File: config.mk
export PLATFORM = sky130hd
export DESIGN_NAME = mdio_master
export DESIGN_NICKNAME = d
export VERILOG_FILES = /design/src/rtl/mdio_pkg.sv /design/src/rtl/mdio_clk_gen.sv /design/src/rtl/mdio_frame_io.sv /design/src/rtl/mdio_cmd_seq.sv /design/src/rtl/mdio_master.sv
export SDC_FILE = /design/constraint.sdc
export NUM_CORES = 1
export LEC_CHECK = 0
export BUFFER_PORTS_ARGS = -buffer_cell sky130_fd_sc_hd__buf_2
export CORE_UTILIZATION = 23
export CTS_BUF_LIST = sky130_fd_sc_hd__clkbuf_2 sky130_fd_sc_hd__clkbuf_4 sky130_fd_sc_hd__clkbuf_8
export CTS_CLUSTER_SIZE = 8
export DETAILED_ROUTE_END_ITERATION = 10
export PLACE_DENSITY_LB_ADDON = 0.3
export SLEW_MARGIN = 15
export SYNTH_ARGS = -nofsm -noshare
export SYNTH_HDL_FRONTEND = slang
export SYNTH_SLANG_ARGS = --single-unit
File: constraint.sdc
create_clock -name clk_i -period 2.4 [get_ports clk_i]
set_clock_uncertainty 0.05 [all_clocks]
set_input_delay 0.12 -clock clk_i [delete_from_list [all_inputs] [get_ports clk_i]]
set_output_delay 0.12 -clock clk_i [all_outputs]
set_load 0.005 [all_outputs]
File: src/rtl/mdio_pkg.sv
package mdio_pkg;
  typedef enum logic [1:0] {
    OP_WRITE = 2'b00,
    OP_READ  = 2'b01,
    OP_EXT   = 2'b10,
    OP_RSVD  = 2'b11
  } mdio_op_e;

  typedef enum logic [1:0] {
    S_IDLE = 2'b00,
    S_LOAD = 2'b01,
    S_WAIT = 2'b10
  } seq_state_e;

  localparam logic [1:0]  START_BITS = 2'b01;
  localparam logic [1:0]  OPC_WR     = 2'b01;
  localparam logic [1:0]  OPC_RD     = 2'b10;
  localparam logic [1:0]  TA_WR      = 2'b10;
  localparam logic [4:0]  IND_CTRL   = 5'h0D;
  localparam logic [4:0]  IND_DATA   = 5'h0E;
  localparam logic [1:0]  FN_ADDR    = 2'b00;
  localparam logic [1:0]  FN_DATA    = 2'b01;

  typedef struct packed {
    logic        wr;
    logic        no_pre;
    logic [4:0]  phy;
    logic [4:0]  regad;
    logic [15:0] data;
  } frame_t;
endpackage

File: src/rtl/mdio_clk_gen.sv
module mdio_clk_gen #(
  parameter int HALF_DIV = 21
) (
  input  logic clk_i,
  input  logic rst_ni,
  input  logic run_i,
  output logic mdc_o,
  output logic rise_o,
  output logic fall_o
);
  localparam int CW = $clog2(HALF_DIV) + 1;

  logic [CW-1:0] cnt_q;
  logic          mdc_q;
  logic          wrap;

  assign wrap = (cnt_q == CW'(HALF_DIV - 1));

  always_ff @(posedge clk_i or negedge rst_ni) begin
    if (!rst_ni) begin
      cnt_q <= '0;
      mdc_q <= 1'b0;
    end else if (!run_i) begin
      cnt_q <= '0;
      mdc_q <= 1'b0;
    end else if (wrap) begin
      cnt_q <= '0;
      mdc_q <= ~mdc_q;
    end else begin
      cnt_q <= cnt_q + 1'b1;
    end
  end

  // strobes mark the clock edge at which mdc changes
  assign rise_o = run_i && wrap && !mdc_q;
  assign fall_o = run_i && wrap && mdc_q;
  assign mdc_o  = mdc_q;
endmodule

File: src/rtl/mdio_frame_io.sv
module mdio_frame_io
  import mdio_pkg::*;
(
  input  logic        clk_i,
  input  logic        rst_ni,
  input  logic        start_i,
  input  frame_t      frame_i,
  input  logic        rise_i,
  input  logic        fall_i,
  input  logic        mdio_i,
  output logic        busy_o,
  output logic        done_o,
  output logic        mdio_o,
  output logic        mdio_oe_o,
  output logic [15:0] rd_data_o
);
  localparam int FRAME_W = 64;
  localparam int IW      = $clog2(FRAME_W);
  localparam int TA_HI   = 17;

  logic [FRAME_W-1:0] vec_q;
  logic [IW-1:0]      idx_q;
  logic               busy_q, wr_q, done_q;
  logic [15:0]        rd_q;

  always_ff @(posedge clk_i or negedge rst_ni) begin
    if (!rst_ni) begin
      vec_q  <= '0;
      idx_q  <= '0;
      busy_q <= 1'b0;
      wr_q   <= 1'b0;
      done_q <= 1'b0;
      rd_q   <= '0;
    end else begin
      done_q <= 1'b0;
      if (start_i && !busy_q) begin
        busy_q <= 1'b1;
        wr_q   <= frame_i.wr;
        vec_q  <= {32'hFFFF_FFFF, START_BITS, frame_i.wr ? OPC_WR : OPC_RD,
                   frame_i.phy, frame_i.regad, TA_WR,
                   frame_i.wr ? frame_i.data : 16'h0000};
        idx_q  <= frame_i.no_pre ? IW'(31) : IW'(FRAME_W - 1);
      end else if (busy_q) begin
        if (rise_i && !wr_q && (idx_q < IW'(16)))
          rd_q <= {rd_q[14:0], mdio_i};
        if (fall_i) begin
          if (idx_q == '0) begin
            busy_q <= 1'b0;
            done_q <= 1'b1;
          end else begin
            idx_q <= idx_q - 1'b1;
          end
        end
      end
    end
  end

  assign busy_o    = busy_q;
  assign done_o    = done_q;
  assign mdio_o    = busy_q && vec_q[idx_q];
  // read: release from turnaround onward
  assign mdio_oe_o = busy_q && (wr_q || (idx_q > IW'(TA_HI)));
  assign rd_data_o = rd_q;
endmodule

File: src/rtl/mdio_cmd_seq.sv
module mdio_cmd_seq
  import mdio_pkg::*;
#(
  parameter logic [4:0] EXT_DEVAD = 5'h1F
) (
  input  logic        clk_i,
  input  logic        rst_ni,
  input  logic        cmd_valid_i,
  input  logic [1:0]  cmd_op_i,
  input  logic        cmd_no_pre_i,
  input  logic [4:0]  cmd_phy_i,
  input  logic [15:0] cmd_addr_i,
  input  logic [15:0] cmd_wdata_i,
  input  logic        frame_done_i,
  output logic        cmd_ready_o,
  output logic        start_o,
  output frame_t      frame_o,
  output logic        done_o
);
  localparam logic [15:0] CTRL_ADDR = {FN_ADDR, 9'h000, EXT_DEVAD};
  localparam logic [15:0] CTRL_DATA = {FN_DATA, 9'h000, EXT_DEVAD};

  seq_state_e  state_q;
  logic        ext_q, rd_q, nopre_q, done_q;
  logic [4:0]  phy_q;
  logic [15:0] addr_q, wdata_q;
  logic [1:0]  step_q;
  logic [1:0]  last_step;
  logic        accept;

  assign accept    = cmd_valid_i && (state_q == S_IDLE);
  assign last_step = ext_q ? 2'd3 : 2'd0;

  always_ff @(posedge clk_i or negedge rst_ni) begin
    if (!rst_ni) begin
      state_q <= S_IDLE;
      ext_q   <= 1'b0;
      rd_q    <= 1'b0;
      nopre_q <= 1'b0;
      phy_q   <= '0;
      addr_q  <= '0;
      wdata_q <= '0;
      step_q  <= '0;
      done_q  <= 1'b0;
    end else begin
      done_q <= 1'b0;
      unique case (state_q)
        S_IDLE: if (accept) begin
          ext_q   <= (cmd_op_i == OP_EXT);
          rd_q    <= (cmd_op_i == OP_READ);
          nopre_q <= cmd_no_pre_i;
          phy_q   <= cmd_phy_i;
          addr_q  <= cmd_addr_i;
          wdata_q <= cmd_wdata_i;
          step_q  <= '0;
          state_q <= S_LOAD;
        end
        S_LOAD: state_q <= S_WAIT;
        S_WAIT: if (frame_done_i) begin
          if (step_q == last_step) begin
            done_q  <= 1'b1;
            state_q <= S_IDLE;
          end else begin
            step_q  <= step_q + 1'b1;
            state_q <= S_LOAD;
          end
        end
        default: state_q <= S_IDLE;
      endcase
    end
  end

  always_comb begin
    frame_o.no_pre = nopre_q;
    frame_o.phy    = phy_q;
    if (ext_q) begin
      frame_o.wr    = 1'b1;
      frame_o.regad = step_q[0] ? IND_DATA : IND_CTRL;
      unique case (step_q)
        2'd0:    frame_o.data = CTRL_ADDR;
        2'd1:    frame_o.data = addr_q;
        2'd2:    frame_o.data = CTRL_DATA;
        default: frame_o.data = wdata_q;
      endcase
    end else begin
      frame_o.wr    = !rd_q;
      frame_o.regad = addr_q[4:0];
      frame_o.data  = wdata_q;
    end
  end

  assign start_o     = (state_q == S_LOAD);
  assign cmd_ready_o = (state_q == S_IDLE);
  assign done_o      = done_q;
endmodule

File: src/rtl/mdio_master.sv
module mdio_master
  import mdio_pkg::*;
#(
  parameter int         HALF_DIV  = 21,
  parameter logic [4:0] EXT_DEVAD = 5'h1F
) (
  input  logic        clk_i,
  input  logic        rst_ni,
  input  logic        cmd_valid_i,
  output logic        cmd_ready_o,
  input  logic [1:0]  cmd_op_i,
  input  logic        cmd_no_pre_i,
  input  logic [4:0]  cmd_phy_i,
  input  logic [15:0] cmd_addr_i,
  input  logic [15:0] cmd_wdata_i,
  output logic [15:0] rd_data_o,
  output logic        done_o,
  output logic        mdc_o,
  output logic        mdio_o,
  output logic        mdio_oe_o,
  input  logic        mdio_i
);
  frame_t frame;
  logic   start, busy, frame_done, rise, fall;

  mdio_cmd_seq #(.EXT_DEVAD(EXT_DEVAD)) u_seq (
    .clk_i        (clk_i),
    .rst_ni       (rst_ni),
    .cmd_valid_i  (cmd_valid_i),
    .cmd_op_i     (cmd_op_i),
    .cmd_no_pre_i (cmd_no_pre_i),
    .cmd_phy_i    (cmd_phy_i),
    .cmd_addr_i   (cmd_addr_i),
    .cmd_wdata_i  (cmd_wdata_i),
    .frame_done_i (frame_done),
    .cmd_ready_o  (cmd_ready_o),
    .start_o      (start),
    .frame_o      (frame),
    .done_o       (done_o)
  );

  mdio_clk_gen #(.HALF_DIV(HALF_DIV)) u_clk (
    .clk_i  (clk_i),
    .rst_ni (rst_ni),
    .run_i  (busy),
    .mdc_o  (mdc_o),
    .rise_o (rise),
    .fall_o (fall)
  );

  mdio_frame_io u_io (
    .clk_i     (clk_i),
    .rst_ni    (rst_ni),
    .start_i   (start),
    .frame_i   (frame),
    .rise_i    (rise),
    .fall_i    (fall),
    .mdio_i    (mdio_i),
    .busy_o    (busy),
    .done_o    (frame_done),
    .mdio_o    (mdio_o),
    .mdio_oe_o (mdio_oe_o),
    .rd_data_o (rd_data_o)
  );
endmodule

Word-level counts from Yosys, hierarchy flattened
Index checks and enable logic that the tools add are counted.

word-level totals
  register bits = 107
  bits of input ports = 44
  output and inout port bits = 21

cells by class
  add/subtract/negate cells = 3
  order comparisons = 3
  equality and inequality tests = 13
  mux-type cells = 37
  bitwise logic cells = 2
  reduce and logical (&&, ||, !) cells = 25

operators by type and width
  kind                                                        count
  case mux 16 bit (3 select lines)                            1
  2-to-1 mux 6 bit                                            7
  2-to-1 mux 21 bit                                           1
  2-to-1 mux 1 bit                                            16
  2-to-1 mux 16 bit                                           1
  2-to-1 mux 2 bit                                            8
  logical AND 1 bit                                           9
  less-than comparator 6 x 7 -> 1 bit, second input constant  1
  adder 6 x 1 -> 6 bit, second input constant                 1
  binary-select mux 1 bit (select 6 bit)                      1
  equality test 2 x 1 -> 1 bit, second input constant         3
  equality test 2 bit, second input constant                  3
  equality test 6 x 5 -> 1 bit, second input constant         1
  > comparator 6 x 5 -> 1 bit, second input constant          1
  zero test 6 bit                                             1
  less-than comparator 6 x 5 -> 1 bit, second input constant  1
  inequality test 2 x 1 -> 1 bit, second input constant       3
  case mux 2 bit (3 select lines)                             1
  AND reduction 3 bit                                         2
  nonzero test 2 bit                                          3
  subtractor 6 x 1 -> 6 bit, second input constant            1
  zero test 1 bit                                             4
  zero test 2 bit                                             2
  inequality test 2 bit, second input constant                2
  7 further kinds                                             9

Depth between registers and ports, before layout
  word-level depth = 6
  mapped depth = 8

By module
A second synthesis with hierarchy kept.

second synthesis, totals
  cell total of the unflattened synthesis = 427
  area, all modules = 4947.2 um^2

modules (own cells, without submodules)
  module         instances  cells an instance  area each (um^2)  seq. area each (um^2)
  mdio_frame_io  1          213                2464.9            1326.3
  mdio_cmd_seq   1          180                2108.3            1126.1
  mdio_clk_gen   1          34                 374.1             175.2

Worst setup path before layout
Ideal clock, no wire load.

  path type = flip-flop to flip-flop
  from = reg u_io.idx_q[0]
  to = reg u_io.idx_q[4]
  setup time = 0.124 ns
  data arrival time = 1.858 ns
  data required time = 2.226 ns
  slack = 0.368 ns
  cell stages (with the launch flop) = 9
  path buffers = 3
  period minus slack after synthesis = 2.032 ns
  path through = dfrtp_1 -> buf_6 -> buf_2 -> inv_1 -> ha_1 -> and3_1 -> clkbuf_1 -> or4b_1 -> mux2i_1

on the way
  word-level cells in the longest chain between the ends = 5
  elaborated cells between the ends (all ways) = 8
  classes of those cells = add/sub (1); eq/ne (1); mux (4); reduce/logical (2)

RTL lines
  element                    RTL line             source
  start, declared            mdio_frame_io.sv:22  logic [IW-1:0] idx_q;
  start signal, assigned     mdio_frame_io.sv:42  idx_q <= frame_i.no_pre ? IW'(31) : IW'(FRAME_W - 1);
  start signal, assigned     mdio_frame_io.sv:51  idx_q <= idx_q - 1'b1;
  subtractor 6 x 1 -> 6 bit  mdio_frame_io.sv:51
  2-to-1 mux 6 bit           mdio_frame_io.sv:47  if (idx_q == '0) begin
  2-to-1 mux 6 bit           mdio_frame_io.sv:46  if (fall_i) begin
  2-to-1 mux 6 bit           mdio_frame_io.sv:43  end else if (busy_q) begin
  2-to-1 mux 6 bit           mdio_frame_io.sv:36  if (start_i && !busy_q) begin

Several ways; a longest one is shown, not always the timed one. The select of a mux whose other input is x is not followed.
A chain may end at the register's enable or synchronous reset.

Worst setup path in the final report
  from = reg u_io.idx_q[0]
  to = out mdio_o

on the way
  word-level cells in the longest chain between the ends = 3

RTL lines
  element                                 RTL line             source
  binary-select mux 1 bit (select 6 bit)  mdio_frame_io.sv:60  assign mdio_o = busy_q && vec_q[idx_q];
  2-to-1 mux 1 bit (not written as such)  mdio_frame_io.sv:60
  logical AND 1 bit                       mdio_frame_io.sv:60
  end, declared                           mdio_master.sv:19    output logic mdio_o,

Every way passes these cells. The select of a mux whose other input is x is not followed.

==> impl_results.md <==
- Synth area leader: dfrtp_1
- Die H: 145 µm
- Register bit total from synthesis: between 100 and 150
- Setup crit start kind: flip-flop
- WL final: between 10 and 15 mm
- Failing checks: setup timing
- Die Area: between 20,000 and 25,000 µm²
- Slew headroom: 0.558
- GRT Max-Usage Layer: met2
- Crit path max fanout: 6
- Global Route Usage Sum: 0.102
- Die X-Extent: 145 µm
- Met1 GRT Util: 0.136
- Data arrival time of the worst path: around 2.3 ns
- Gr ovfl total: 0
- FP Rows: 52
- Top-Level Pins: 65
- Clock Tree Root: clkbuf_8
- # H-tree levels: 3
- Port Buffers: 64
- Min Hold Slack: roughly 0.25 ns
- Dpl hpwl: between 7 and 8 mm
- DRT iter0 DRCs: 164
- Number of failing hold endpoints at the final stage: 0
- Tcrit/Tclk final: 1.01
- Syn avg cell area: around 12 µm²
- Iteration count of the initial detailed-routing pass: 4
- Post-synth top area share: 0.556
- Initial core utilization: 0.234
- Synth top area cells: dfrtp_1, mux2_1, nand2_1, ha_1, a21oi_1
- Run status: finished with violations
- Final Slew Violations: 0
- Wire per inst: 12.8 µm
- Max VDD drop: 443 µV
- Post-synth net total: around 460
- Synth Warn #: 0
- CP Data Required Time: roughly 2.2 ns
- Leak: 2.83 nW
- # DRC: 0
- Pwr/cell area: about 990 nW/µm²
- Max cap viols: 0
- Hold Path Class: input port to asynchronous set/reset pin
- Largest net degree at the start of global routing: between 40 and 50
- Synth Flop Type: dfrtp_1
- Final setup margin: -0.0332 ns
- Setup violations, final: 1
- Initial antenna violation count: 0
- Number of synthesized flops with an enable pin: 0
- Placed Area: between 5000 and 6000 µm²
- F_max: around 410 MHz
- Crit Path Category: flip-flop to primary output
- RSZ-0062 raised after global routing: true
- Vias in the first global route: between 3k and 4k
- Number of fill cells: between 2k and 2.5k
- Fin area: between 6000 and 7000 µm²
- Ratio of cells with drive above 1 in the final layout: 0.207
- Vias after detailed routing: 3,358
- Met2 track demand over resource: 0.161
- Post-route ant nets: 0
- Final setup TNS: -0.0332 ns
- Fin crit period: 2.43 ns
- Layout area overhead: 27.9%
- Maximum buffer depth of the clock tree: 2
- Core area: 20,200 µm²
- Post-synthesis cell type count: 43
- Register area share after synthesis: 0.556
- Most common cell after layout, fill and taps aside: dfrtp_1
- Most frequent cells in the layout: dfrtp_1, buf_2, mux2_1
- Clock Latency Late Sink: 0.38 ns
- Diode count: 0
- Final net count: between 500 and 600
- CTS tree: yes
- Final GP Congestion: around 0.78
- Tightest Pin Transition: 0.664 ns
- CP endpoint kind: primary output
- Post-synthesis async set-or-reset flop share: 1.00
- Syn Inst Count: ~410
- First-pass GRT wire length: about 17 mm
- Via/cell ratio: 4.23
- Mapped Area: 4730 µm²
- Worst-path clk slew: roughly 0.10 ns
- Met3 global-route usage: 0.0270
- Clock sinks: 105
- Total CTS buffers: 9
-- path summary, 6_finish.rpt --
| check | slack [ns] | from | cells past startpoint | to |
|---|---|---|---|---|
| max | -0.03 | u_io.idx_q[0] | 4 | mdio_o |
| min | 0.25 | rst_ni | 2 | u_io.rd_data_o[11] |
| max reg2reg | 0.32 | u_io.idx_q[0] | 5 | u_io.idx_q[5] |
| min reg2reg | 0.42 | u_io.vec_q[20] | 2 | u_io.vec_q[20] |
| max in group asynchronous | 1.38 | rst_ni | 3 | u_seq.wdata_q[9] |
| min in group clk_i | 0.26 | cmd_valid_i | 4 | u_seq.ext_q |
-- synth_stat cells, drive strengths merged (2+ instances only) --
cell / instances
a21oi: 20
and2: 3
and3: 13
buf: 5
clkbuf: 18
dfrtp: 105
ha: 9
inv: 9
mux2: 56
mux2i: 9
mux4: 5
nand2: 49
nand2b: 6
nand3: 8
nand3b: 3
nand4: 2
nor2: 23
nor2b: 4
nor4: 2
o21ai: 24
o31ai: 6
o41ai: 2
or3: 4
or4: 3
or4b: 2
xnor2: 2
xor2: 3
-- registers in the layout, summed over array words and instances (netlist names) --
name / flops
u_io.busy_o: 1
u_io.idx_q: 6
u_seq.addr_q: 16
u_io.vec_q: 29
u_seq.state_q: 2
u_seq.wdata_q: 16
u_seq.phy_q: 5
u_seq.rd_q: 1
u_clk.cnt_q: 6
u_seq.done_o: 1
u_seq.nopre_q: 1
u_clk.mdc_o: 1
u_io.done_o: 1
u_seq.step_q: 2
u_seq.ext_q: 1
u_io.rd_data_o: 16
-- power by group --
part           internal [W]  switching (W)
clock network      0.000418       0.000634
logic               0.00101       0.000913
registers           0.00246       0.000580
total               0.00388        0.00213
-- area by class of cell --
type	count	area (µm²)	area share
flip-flops and latches	105	2630	0.435
multi-input cells	268	1960	0.325
inverters	10	37.5	0.00621
repair buffers	124	893	0.148
clock inverters	5	45.0	0.00745
well taps	270	338	0.0559
clock buffers	11	139	0.0230
-- metal layers --
layer	share of wire	vias up	routed length, µm
met3	0.040	9	402
met5	0	-	0
li1	-	1634	-
met1	0.49	1640	4960
met4	0.011	0	109
met2	0.46	75	4700
-- metrics by stage --
step	cells	util	setup slack [ns]	total power [W]
after floorplan	406	-	0.368	0.00428
after global placement	731	0.268	0.270	0.00485
after detailed placement	731	0.268	0.209	0.00493
after CTS	793	0.300	-0.0462	0.00612
after global routing	793	0.300	-0.0856	0.00650
final	793	0.300	-0.0332	0.00601
-- worst max-delay path: stages, from the launching register on --
cell      delay, ns
dfrtp_2        0.48
mux4_2         0.52
o2111a_1       0.24
o41a_1         0.48
buf_2          0.16
-- timing repair --
action                     4_1_cts  5_1_grt
setup endpoints to repair        1        1
hold endpoints to repair        86        0
buffers inserted                 3        0
cloned                           0        0
pin swaps                        1        1
gates resized for setup          4        0
hold buffers                    43        0
-- cells by family after synthesis --
logic type,share of synthesized area
compound gates,0.0743
xor+xnor,0.00926
buf+inv,0.0288
fa+ha+maj,0.0238
flops,0.556
simple gates,0.130
mux,0.178
Power figures use the tool's default switching activity.
